==> src/rtl/sigmode_pkg.sv <==
// Shared types for the signalling mode controller.
// Assumes one mode record per request; polarity is shared by write clock and read strobe.
package sigmode_pkg;
    localparam int TERM_N = 6;

    typedef struct packed {
        logic ck_se;
        logic wck_se;
        logic rdqs_se;
        logic rdqs_off;
        logic pol;
    } sig_mode_t;

    typedef enum logic [1:0] {
        ST_IDLE   = 2'd0,
        ST_TOFF   = 2'd1,
        ST_SWITCH = 2'd2,
        ST_TON    = 2'd3
    } seq_state_t;
endpackage

==> src/rtl/sigmode_legal.sv <==
// Combinational legality check of a requested signalling mode.
// Assumes the rate input is sampled by the caller in the same cycle as the request.
module sigmode_legal
    import sigmode_pkg::*;
#(
    parameter int RATE_W     = 14,
    parameter int RATE_LIMIT = 1600
) (
    input  sig_mode_t         req_mode,
    input  logic [RATE_W-1:0] rate_mbps,
    output logic              legal,
    output logic              full_diff
);
    localparam logic [RATE_W-1:0] LIMIT_V = RATE_W'(RATE_LIMIT);

    logic shape_ok;
    logic rate_ok;

    // Classify the request into one of the four permitted shapes.
    always_comb begin
        full_diff = !(req_mode.ck_se | req_mode.wck_se | req_mode.rdqs_se | req_mode.rdqs_off);
        shape_ok  = full_diff
                  | ( req_mode.ck_se & !req_mode.wck_se & !req_mode.rdqs_se & !req_mode.rdqs_off)
                  | ( req_mode.ck_se &  req_mode.wck_se &  req_mode.rdqs_se & !req_mode.rdqs_off)
                  | ( req_mode.ck_se &  req_mode.wck_se & !req_mode.rdqs_se &  req_mode.rdqs_off);
        rate_ok   = full_diff | (rate_mbps <= LIMIT_V);
        legal     = shape_ok & rate_ok;
    end
endmodule

==> src/rtl/sigmode_timer.sv <==
// Settle-interval down counter.
// Assumes load and check never coincide in a way that needs the old count.
module sigmode_timer #(
    parameter int CNT_W = 8
) (
    input  logic             clk,
    input  logic             rst_n,
    input  logic             load,
    input  logic [CNT_W-1:0] load_val,
    output logic             expired
);
    logic [CNT_W-1:0] cnt;

    // Load on request, otherwise count down to zero and hold.
    always_ff @(posedge clk) begin
        if (!rst_n)            cnt <= '0;
        else if (load)         cnt <= load_val;
        else if (cnt != '0)    cnt <= cnt - 1'b1;
    end

    // Interval is over once the count reaches zero.
    always_comb expired = (cnt == '0);
endmodule

==> src/rtl/sigmode_seq.sv <==
// Sequencer: accepts or rejects requests, orders termination against the mode switch.
// Assumes a timer that is reloaded through tmr_load and reports expiry.
module sigmode_seq
    import sigmode_pkg::*;
(
    input  logic      clk,
    input  logic      rst_n,
    input  logic      req_valid,
    input  sig_mode_t req_mode,
    input  logic      req_legal,
    input  logic      req_full_diff,
    input  logic      tmr_expired,
    output logic      tmr_load,
    output logic      busy,
    output logic      req_err,
    output sig_mode_t cur_mode,
    output logic      term_on
);
    seq_state_t state;
    sig_mode_t  pend_mode;
    sig_mode_t  masked;
    logic       returning;
    logic       cur_full_diff;
    logic       accept;

    // Derive acceptance and the polarity-masked mode.
    always_comb begin
        cur_full_diff = !(cur_mode.ck_se | cur_mode.wck_se | cur_mode.rdqs_se | cur_mode.rdqs_off);
        accept        = (state == ST_IDLE) && req_valid && req_legal;
        masked        = req_mode;
        masked.pol    = req_mode.wck_se & req_mode.pol;
    end

    // Timer reload at each sequencing step.
    always_comb begin
        tmr_load = accept
                 | ((state == ST_TOFF)   && tmr_expired)
                 | ((state == ST_SWITCH) && tmr_expired && returning);
    end

    // Main state machine and applied-mode registers.
    always_ff @(posedge clk) begin
        if (!rst_n) begin
            state     <= ST_IDLE;
            cur_mode  <= '0;
            pend_mode <= '0;
            term_on   <= 1'b1;
            returning <= 1'b0;
            req_err   <= 1'b0;
        end else begin
            req_err <= 1'b0;
            case (state)
                ST_IDLE: begin
                    if (req_valid && !req_legal) begin
                        req_err <= 1'b1;
                    end else if (accept) begin
                        pend_mode <= masked;
                        if (cur_full_diff && !req_full_diff) begin
                            term_on <= 1'b0;
                            state   <= ST_TOFF;
                        end else begin
                            cur_mode  <= masked;
                            returning <= !cur_full_diff && req_full_diff;
                            state     <= ST_SWITCH;
                        end
                    end
                end
                ST_TOFF: begin
                    if (tmr_expired) begin
                        cur_mode  <= pend_mode;
                        returning <= 1'b0;
                        state     <= ST_SWITCH;
                    end
                end
                ST_SWITCH: begin
                    if (tmr_expired) begin
                        if (returning) begin
                            term_on <= 1'b1;
                            state   <= ST_TON;
                        end else begin
                            state <= ST_IDLE;
                        end
                    end
                end
                ST_TON: begin
                    if (tmr_expired) state <= ST_IDLE;
                end
                default: state <= ST_IDLE;
            endcase
        end
    end

    // Busy whenever a sequence is running.
    always_comb busy = (state != ST_IDLE);
endmodule

==> src/rtl/sigmode_ctrl.sv <==
// Top: signalling mode controller for command clock, write clock and read strobe.
// Assumes rate_mbps and settle_cyc are stable around a request.
module sigmode_ctrl
    import sigmode_pkg::*;
#(
    parameter int RATE_W     = 14,
    parameter int CNT_W      = 8,
    parameter int RATE_LIMIT = 1600
) (
    input  logic              clk,
    input  logic              rst_n,
    input  logic              req_valid,
    input  logic              req_ck_se,
    input  logic              req_wck_se,
    input  logic              req_rdqs_se,
    input  logic              req_rdqs_off,
    input  logic              req_pol,
    input  logic [RATE_W-1:0] rate_mbps,
    input  logic [CNT_W-1:0]  settle_cyc,
    output logic              busy,
    output logic              req_err,
    output logic              ck_se,
    output logic              wck_se,
    output logic              rdqs_se,
    output logic              rdqs_off,
    output logic              strobe_pol,
    output logic [TERM_N-1:0] term_en,
    output logic              int_strobe_en
);
    sig_mode_t req_mode;
    sig_mode_t cur_mode;
    logic      legal;
    logic      full_diff;
    logic      tmr_load;
    logic      tmr_expired;
    logic      term_on;

    // Pack request pins into a mode record.
    always_comb req_mode = '{ck_se: req_ck_se, wck_se: req_wck_se, rdqs_se: req_rdqs_se,
                             rdqs_off: req_rdqs_off, pol: req_pol};

    sigmode_legal #(.RATE_W(RATE_W), .RATE_LIMIT(RATE_LIMIT)) u_legal (
        .req_mode  (req_mode),
        .rate_mbps (rate_mbps),
        .legal     (legal),
        .full_diff (full_diff)
    );

    sigmode_timer #(.CNT_W(CNT_W)) u_timer (
        .clk      (clk),
        .rst_n    (rst_n),
        .load     (tmr_load),
        .load_val (settle_cyc),
        .expired  (tmr_expired)
    );

    sigmode_seq u_seq (
        .clk           (clk),
        .rst_n         (rst_n),
        .req_valid     (req_valid),
        .req_mode      (req_mode),
        .req_legal     (legal),
        .req_full_diff (full_diff),
        .tmr_expired   (tmr_expired),
        .tmr_load      (tmr_load),
        .busy          (busy),
        .req_err       (req_err),
        .cur_mode      (cur_mode),
        .term_on       (term_on)
    );

    // Fan termination control out to every terminated line group.
    for (genvar g = 0; g < TERM_N; g++) begin : g_term
        assign term_en[g] = term_on;
    end

    // Drive applied-mode outputs.
    always_comb begin
        ck_se         = cur_mode.ck_se;
        wck_se        = cur_mode.wck_se;
        rdqs_se       = cur_mode.rdqs_se;
        rdqs_off      = cur_mode.rdqs_off;
        strobe_pol    = cur_mode.pol;
        int_strobe_en = cur_mode.rdqs_off;
    end
endmodule

==> config.mk <==
export PLATFORM = sky130hd
export DESIGN_NAME = sigmode_ctrl
export DESIGN_NICKNAME = d
export VERILOG_FILES = /design/src/rtl/sigmode_pkg.sv /design/src/rtl/sigmode_legal.sv /design/src/rtl/sigmode_timer.sv /design/src/rtl/sigmode_seq.sv /design/src/rtl/sigmode_ctrl.sv
export SDC_FILE = /design/constraint.sdc
export NUM_CORES = 1
export LEC_CHECK = 0
export BUFFER_PORTS_ARGS = -buffer_cell sky130_fd_sc_hd__buf_2
export CAP_MARGIN = 25
export CORE_MARGIN = 8
export CORE_UTILIZATION = 55
export CTS_BUF_LIST = sky130_fd_sc_hd__clkbuf_4 sky130_fd_sc_hd__clkbuf_8
export DETAILED_ROUTE_END_ITERATION = 8
export PLACE_DENSITY = 0.91
export SLEW_MARGIN = 15
export SYNTH_ARGS = -nofsm -noshare
export SYNTH_HDL_FRONTEND = slang
export SYNTH_HIERARCHICAL = 1
export SYNTH_SLANG_ARGS = --single-unit
==> constraint.sdc <==
create_clock -name clk -period 3.3 [get_ports clk]
set_input_delay 0.165 -clock clk [delete_from_list [all_inputs] [get_ports clk]]
set_output_delay 0.165 -clock clk [all_outputs]
set_load 0.02 [all_outputs]
==> flow_summary.yaml, run 1 <==
routing:
  wl_um: 3367
  avgViaCountPerCell: 5.945
  drt_iter0_drc: 56
  wl_per_cell_um: 15.52
  drc_errors: 0
  ant_nets: 0
  dr.pass1.iters: 4
  dr_total_vias: 1290
setup_path:
  critPathKind: "flop to flop"
  cp-start-kind: "flop"
  end_kind: "flop"
  crit_path_max_fanout: 14
  crit_required_ns: 3.51
  cp.arrival_ns: 2.65
pwr:
  ir_drop_mv: 0.3543
  sw_frac_of_total: 0.3783
  pwr-share-clk: 0.166
  p_comb_frac: 0.388
  p_int_w: 0.0005151
  leakage_nw: 0.6586
  p_sw_w: 0.0003135
  p_per_area_nw_per_um2: 539.3
  seq_power_share: 0.446
clock_tree:
  clk_path_buf_depth: 2
  cts_setup_buffers: 0
  cts_tree: "done"
  post_cts_resized: 0
  clock-sinks: 23
  numCtsBuffers: 3
  path_clk_slew_ns: 0.13
  cts_hold_buf: 0
  cts_root_buf: "clkbuf_4"
  clk_latency_ns: 0.33
  htreeDepth: 1
synth:
  synth_top_area_cell: "dfxtp_1"
  synth_nets: 186
  yosysSeqAreaShare: 0.3379
  synth.avg_cell_area_um2: 8.791
  yosys.area.top_type_share: 0.3379
  synthArstFlopShare: 0
  ys_warn_count: 6
  synth_ff_type: "dfxtp_1"
  yosysUniqueCellTypes: 49
  synthTopCellsByArea: "dfxtp_1 (34%), nand2_1 (6.1%), mux2i_1 (4.4%), buf_4 (3.9%), o211ai_1 (3.3%)"
  syn_inst: 155
  yosys_register_bits: 23
  synth_edf_count: 0
  synthesis.area_um2: 1363
timing:
  skew_ns: 0.006859
  maxSlewHeadroom: 0.6618
  rsz0062_at_grt: "false"
  hold_viol_final: 0
  setup_violations: 0
  fmax_mhz: 409.8
  period_needed_ns: 2.440
  tns_ns: 0
  maxSlewViolCount: 0
  min_period_over_period: 0.7394
  setup_ws_ns: 0.8598
  worst_slew_pin_slew_ns: 0.5073
final_layout:
  final.fill_count: 225
  num_antenna_cells: 0
  nets: 219
  area_growth_pct: 12.76
  layout-drive-gt1-share: 0.2888
status:
  status: "finished, final reports clean"
die:
  core_area_um2: 2410
  fp.dieArea_um2: 4326
  rows: 18
  dieWidth_um: 65.78
  initial_core_util: 0.5654
  io_pins: 44
  die_h_um: 65.78
placement:
  place_congestion: 0.8133
  place_hpwl_um: 2561
  portBuffers: 43
  dp_slack_ns: 0.7449
min_path:
  hp-class: "input pin to flop"
grt:
  grt_overflow: 0
  grt_pass1_wl_um: 5547
  antenna_found_initial: 0
  grt_max_degree: 28
  grt_pass1_vias: 1344
  grt_usage: 0.1618
flow_run:
  cap_violations: 0
-- worst max-delay path: stages (launching register included) --
cell and delay, ns:
dfxtp_1 0.39, nor4_4 0.38, and4bb_1 0.57, nand3b_1 0.17, nand3_1 0.26, inv_1 0.21, o21ai_0 0.27, a311oi_2 0.07
-- stage by stage --
| step | instances | util | power (W) | hold WS (ns) | area (µm²) |
|---|---|---|---|---|---|
| 2_1_floorplan | 155 | - | 0.0006386 | 0.2841 | 1363 |
| 3_3_place_gp | 213 | 0.6262 | 0.0006733 | 0.4042 | 1509 |
| 3_5_place_dp | 213 | 0.6262 | 0.0006952 | 0.4037 | 1509 |
| 4_1_cts | 217 | 0.6376 | 0.0008334 | 0.05508 | 1536 |
| 5_1_grt | 217 | 0.6376 | 0.0008867 | 0.06116 | 1536 |
| 6_report | 217 | 0.6376 | 0.0008285 | 0.06401 | 1536 |
-- layout by cell type (no fill, tap or decap), types with 3 or more instances in the layout --
master | netlist | final
buf_2 | 1 | 43
a21oi_1 | 6 | 6
o211ai_1 | 6 | 6
xnor2_1 | 3 | 3
mux2i_1 | 6 | 6
nand3_1 | 8 | 8
nand2_1 | 22 | 22
nor4_1 | 4 | 4
or3b_1 | 5 | 5
dfxtp_1 | 23 | 23
o31ai_1 | 4 | 4
inv_1 | 5 | 5
nor2_1 | 3 | 3
o21ai_0 | 3 | 3
clkbuf_4 | 0 | 3
nor3_1 | 5 | 5
-- path summary, 6_finish.rpt --
check,startpoint,to,slack (ns),cells after the start
max,u_timer/cnt[3],u_timer/cnt[1],0.86,7
min,req_valid,u_seq/req_err,0.06,3
max reg2reg,u_timer/cnt[3],u_timer/cnt[1],0.86,7
min reg2reg,u_seq/pend_mode[1],u_seq/pend_mode[1],0.48,2
-- layout make-up --
type                    count  area (µm²)  area share
inverters                   5       18.77     0.01222
well taps                  30       37.54     0.02443
repair buffers             43       215.2      0.1401
clock inverters             1       5.005    0.003257
multi-input cells         112       777.0      0.5057
clock buffers               3       22.52     0.01466
flip-flops and latches     23       460.4      0.2997
-- cells in the mapped netlist (2+ instances only) --
cell and n:
or3b_1 5, clkbuf_1 4, buf_6 3, buf_4 7, xnor2_1 3, o21ai_0 3
nand3_1 8, nor4_2 2, and4b_2 2, nor2b_1 2, dfxtp_1 23, nor2_1 3
nor4_1 4, nand2b_1 2, o211ai_1 6, mux2i_1 6, nor3_1 5, a21oi_1 6
inv_1 5, nand2_1 22, and4bb_1 2, o31ai_1 4, and2_1 2
-- state kept, by name, summed over array words and instances (netlist names) --
name	cells
u_seq/returning	1
u_seq/state	2
u_seq/term_on	1
u_seq/req_err	1
u_seq/cur_mode	5
u_timer/cnt	8
u_seq/pend_mode	5
-- cell families after synthesis --
kind of cell | synth area share
buffers and inverters | 0.09182
multiplexers | 0.04408
AO/OA/AOI/OAI | 0.1717
adder cells (fa/ha/maj) | 0.009181
XOR/XNOR | 0.02572
AND/OR/NAND/NOR | 0.3196
flip-flops | 0.3379
-- power groups by stage --
stage	sequential, W	combinational [W]	clock (W)
4_1_cts	0.000369	0.000323	0.000142
5_1_grt	0.000377	0.000358	0.000152
3_3_place_gp	0.000371	0.000302	0
2_1_floorplan	0.000367	0.000272	0
6_report	0.000369	0.000322	0.000137
3_5_place_dp	0.000375	0.000320	0
-- routing by layer --
layer	routed length, µm	GRT usage	up-vias
li1	-	-	632
met2	1657	0.2850	53
met5	0	0	-
met4	58	0.09537	0
met1	1391	0.1634	600
met3	259	0.05085	5
Note: power is estimated with default switching activity, not from simulation.
==> inputs of run 2 (changes only) <==
--- a/config.mk
+++ b/config.mk
@@ -8,10 +8,10 @@
 export BUFFER_PORTS_ARGS = -buffer_cell sky130_fd_sc_hd__buf_2
 export CAP_MARGIN = 25
 export CORE_MARGIN = 8
-export CORE_UTILIZATION = 55
+export CORE_UTILIZATION = 52
 export CTS_BUF_LIST = sky130_fd_sc_hd__clkbuf_4 sky130_fd_sc_hd__clkbuf_8
 export DETAILED_ROUTE_END_ITERATION = 8
-export PLACE_DENSITY = 0.91
+export PLACE_DENSITY = 0.87
 export SLEW_MARGIN = 15
 export SYNTH_ARGS = -nofsm -noshare
 export SYNTH_HDL_FRONTEND = slang
==> constraint.sdc (replaced) <==
create_clock -name clk -period 2.5 [get_ports clk]
set_input_delay 0.125 -clock clk [delete_from_list [all_inputs] [get_ports clk]]
set_output_delay 0.125 -clock clk [all_outputs]
set_load 0.02 [all_outputs]
==> run 2 against run 1 <==
Net effect: cell area rose by 1.1%; critical path depth rose by 1; final cell count rose by 0.92%; fmax rose by 7.4%; via count fell by 2.3%; first-iteration DRC count rose by 5.4%; core utilization fell by 1.0 points; clock skew fell by 0.0031 ns; global-route usage fell by 0.77 points; sequential power rose by 32%; wire length fell by 0.36%; worst setup slack got worse by 0.63 ns; critical path type unchanged; largest power group unchanged.
==> flow_summary.yaml, run 2 (same netlist as run 1, synthesis figures left out) <==
status:
  status: "finished, final reports clean"
routing:
  dr_total_vias: 1260
  wl_um: 3355
  drt_iter0_drc: 59
  dr.pass1.iters: 4
  avgViaCountPerCell: 5.753
  drc_errors: 0
  ant_nets: 0
  wl_per_cell_um: 15.32
grt:
  grt_pass1_vias: 1311
  grt_usage: 0.1541
  grt_pass1_wl_um: 5547
  grt_overflow: 0
  grt_max_degree: 28
  antenna_found_initial: 0
final_layout:
  largest_reg_flops: 8
  regMostFlops: "u_timer/cnt"
  top_regs: "u_timer/cnt x8, u_seq/cur_mode x5, u_seq/pend_mode x5"
  nets: 221
  final_cell_mix: "buf_2 (43), dfxtp_1 (23), nand2_1 (22), nand3_1 (8)"
  fin_area_um2: 1554
  layout-drive-gt1-share: 0.2963
  layout_commonest_cell: "buf_2"
  num_antenna_cells: 0
  area_growth_pct: 14.05
placement:
  portBuffers: 43
  place_area_um2: 1524
  place_congestion: 0.8551
  place_hpwl_um: 2572
setup_path:
  crit_family: "simple AND/OR/NAND/NOR gates"
  crit_path_max_fanout: 9
  path_common_cell: "inv_1"
  cp_cell_sequence: "inv_1 > ha_1 > and4bb_1 > nand3b_1 > nand3_1 > inv_1 > nand2_1 > o31ai_1"
  end_kind: "flop"
  cp_slowest_cell: "dfxtp_1"
  cpPeakStageDelay_ns: 0.40
  crit_required_ns: 2.72
  critPathKind: "flop to flop"
  critPathBufInv: 2
  cp-start-kind: "flop"
  cp.arrival_ns: 2.49
clock_tree:
  cts_hold_buf: 0
  cts_root_buf: "clkbuf_4"
  htreeDepth: 1
  path_clk_slew_ns: 0.12
  cts_setup_buffers: 0
  clock-sinks: 23
  cts_tree: "done"
  numCtsBuffers: 3
  post_cts_resized: 0
  clk_path_buf_depth: 2
  clk_latency_ns: 0.30
die:
  io_pins: 44
  fp.dieArea_um2: 4515
  core_area_um2: 2477
  rows: 18
  initial_core_util: 0.5500
  die_h_um: 67.19
  dieWidth_um: 67.19
pwr:
  ir_drop_mv: 0.5009
  leakage_nw: 0.6687
  p_int_w: 0.0007071
  p_sw_w: 0.0003965
  p_per_area_nw_per_um2: 710.2
  pwr-share-clk: 0.163
  finalPower_w: 0.001104
  sw_frac_of_total: 0.3593
  seq_power_share: 0.442
  p_comb_frac: 0.395
timing:
  tns_ns: 0
  fmax_mhz: 440.3
  worst_slew_pin_slew_ns: 0.5262
  setup_violations: 0
  hold_viol_final: 0
  maxSlewViolCount: 0
  rsz0062_at_grt: "false"
  maxSlewHeadroom: 0.6463
  min_period_over_period: 0.9086
  skew_ns: 0.003775
  period_needed_ns: 2.271
  worst_hold_slack_ns: 0.04370
flow_run:
  cap_violations: 0
min_path:
  hp-class: "input pin to flop"
[run 2: cell types whose count changed in the layout (fill, tap and decap cells not counted), sizes merged]
cell | before | now
buf | 43 | 45
clkbuf | 3 | 4
clkinv | 1 | 0
[run 2: path summary, 6_finish.rpt]
| check | from | endpoint | slack [ns] | cells after the start |
|---|---|---|---|---|
| setup reg to reg | u_timer/cnt[0] | u_timer/cnt[3] | 0.23 | 8 |
| setup / recovery | u_timer/cnt[0] | u_timer/cnt[3] | 0.23 | 8 |
| hold reg to reg | u_seq/cur_mode[0] | u_seq/cur_mode[0] | 0.46 | 2 |
| hold / removal | settle_cyc[2] | u_timer/cnt[2] | 0.04 | 3 |
[run 2: area by class of cell]
class                           count  area [µm²]
Inverter                            5       18.77
Fill cell                         230       923.4
Timing Repair Buffer               45       230.2
Tap cell                           30       37.54
Multi-Input combinational cell    112       777.0
Clock buffer                        4       30.03
Sequential cell                    23       460.4
[run 2: power by group through the flow]
stage | clock network [W] | registers, W | logic [W]
2_1_floorplan | 0 | 0.000484 | 0.000359
3_3_place_gp | 0 | 0.000492 | 0.000421
3_5_place_dp | 0 | 0.000496 | 0.000431
4_1_cts | 0.000184 | 0.000487 | 0.000434
5_1_grt | 0.000202 | 0.000496 | 0.000486
6_report | 0.000180 | 0.000488 | 0.000435
[run 2: layer usage]
metal,global-route usage,part of all wire,vias to the layer above
li1,-,-,639
met1,0.1700,0.44,575
met2,0.2820,0.50,40
met3,0.03477,0.048,6
met4,0.05483,0.014,0
met5,0,0,-
[run 2: worst min-delay path, delay by kind of cell]
kind | cells | cell delay, ns
compound gates | 1 | 0.06
simple gates | 1 | 0.07
buf+inv | 1 | 0.08
[run 2: through the flow]
step	setup WS, ns	utilization	instances
3_5_place_dp	0.3248	0.6152	215
4_1_cts	0.2662	0.6273	219
6_report	0.2286	0.6273	219
2_1_floorplan	0.6062	-	155
3_3_place_gp	0.4246	0.6152	215
5_1_grt	0.06403	0.6273	219
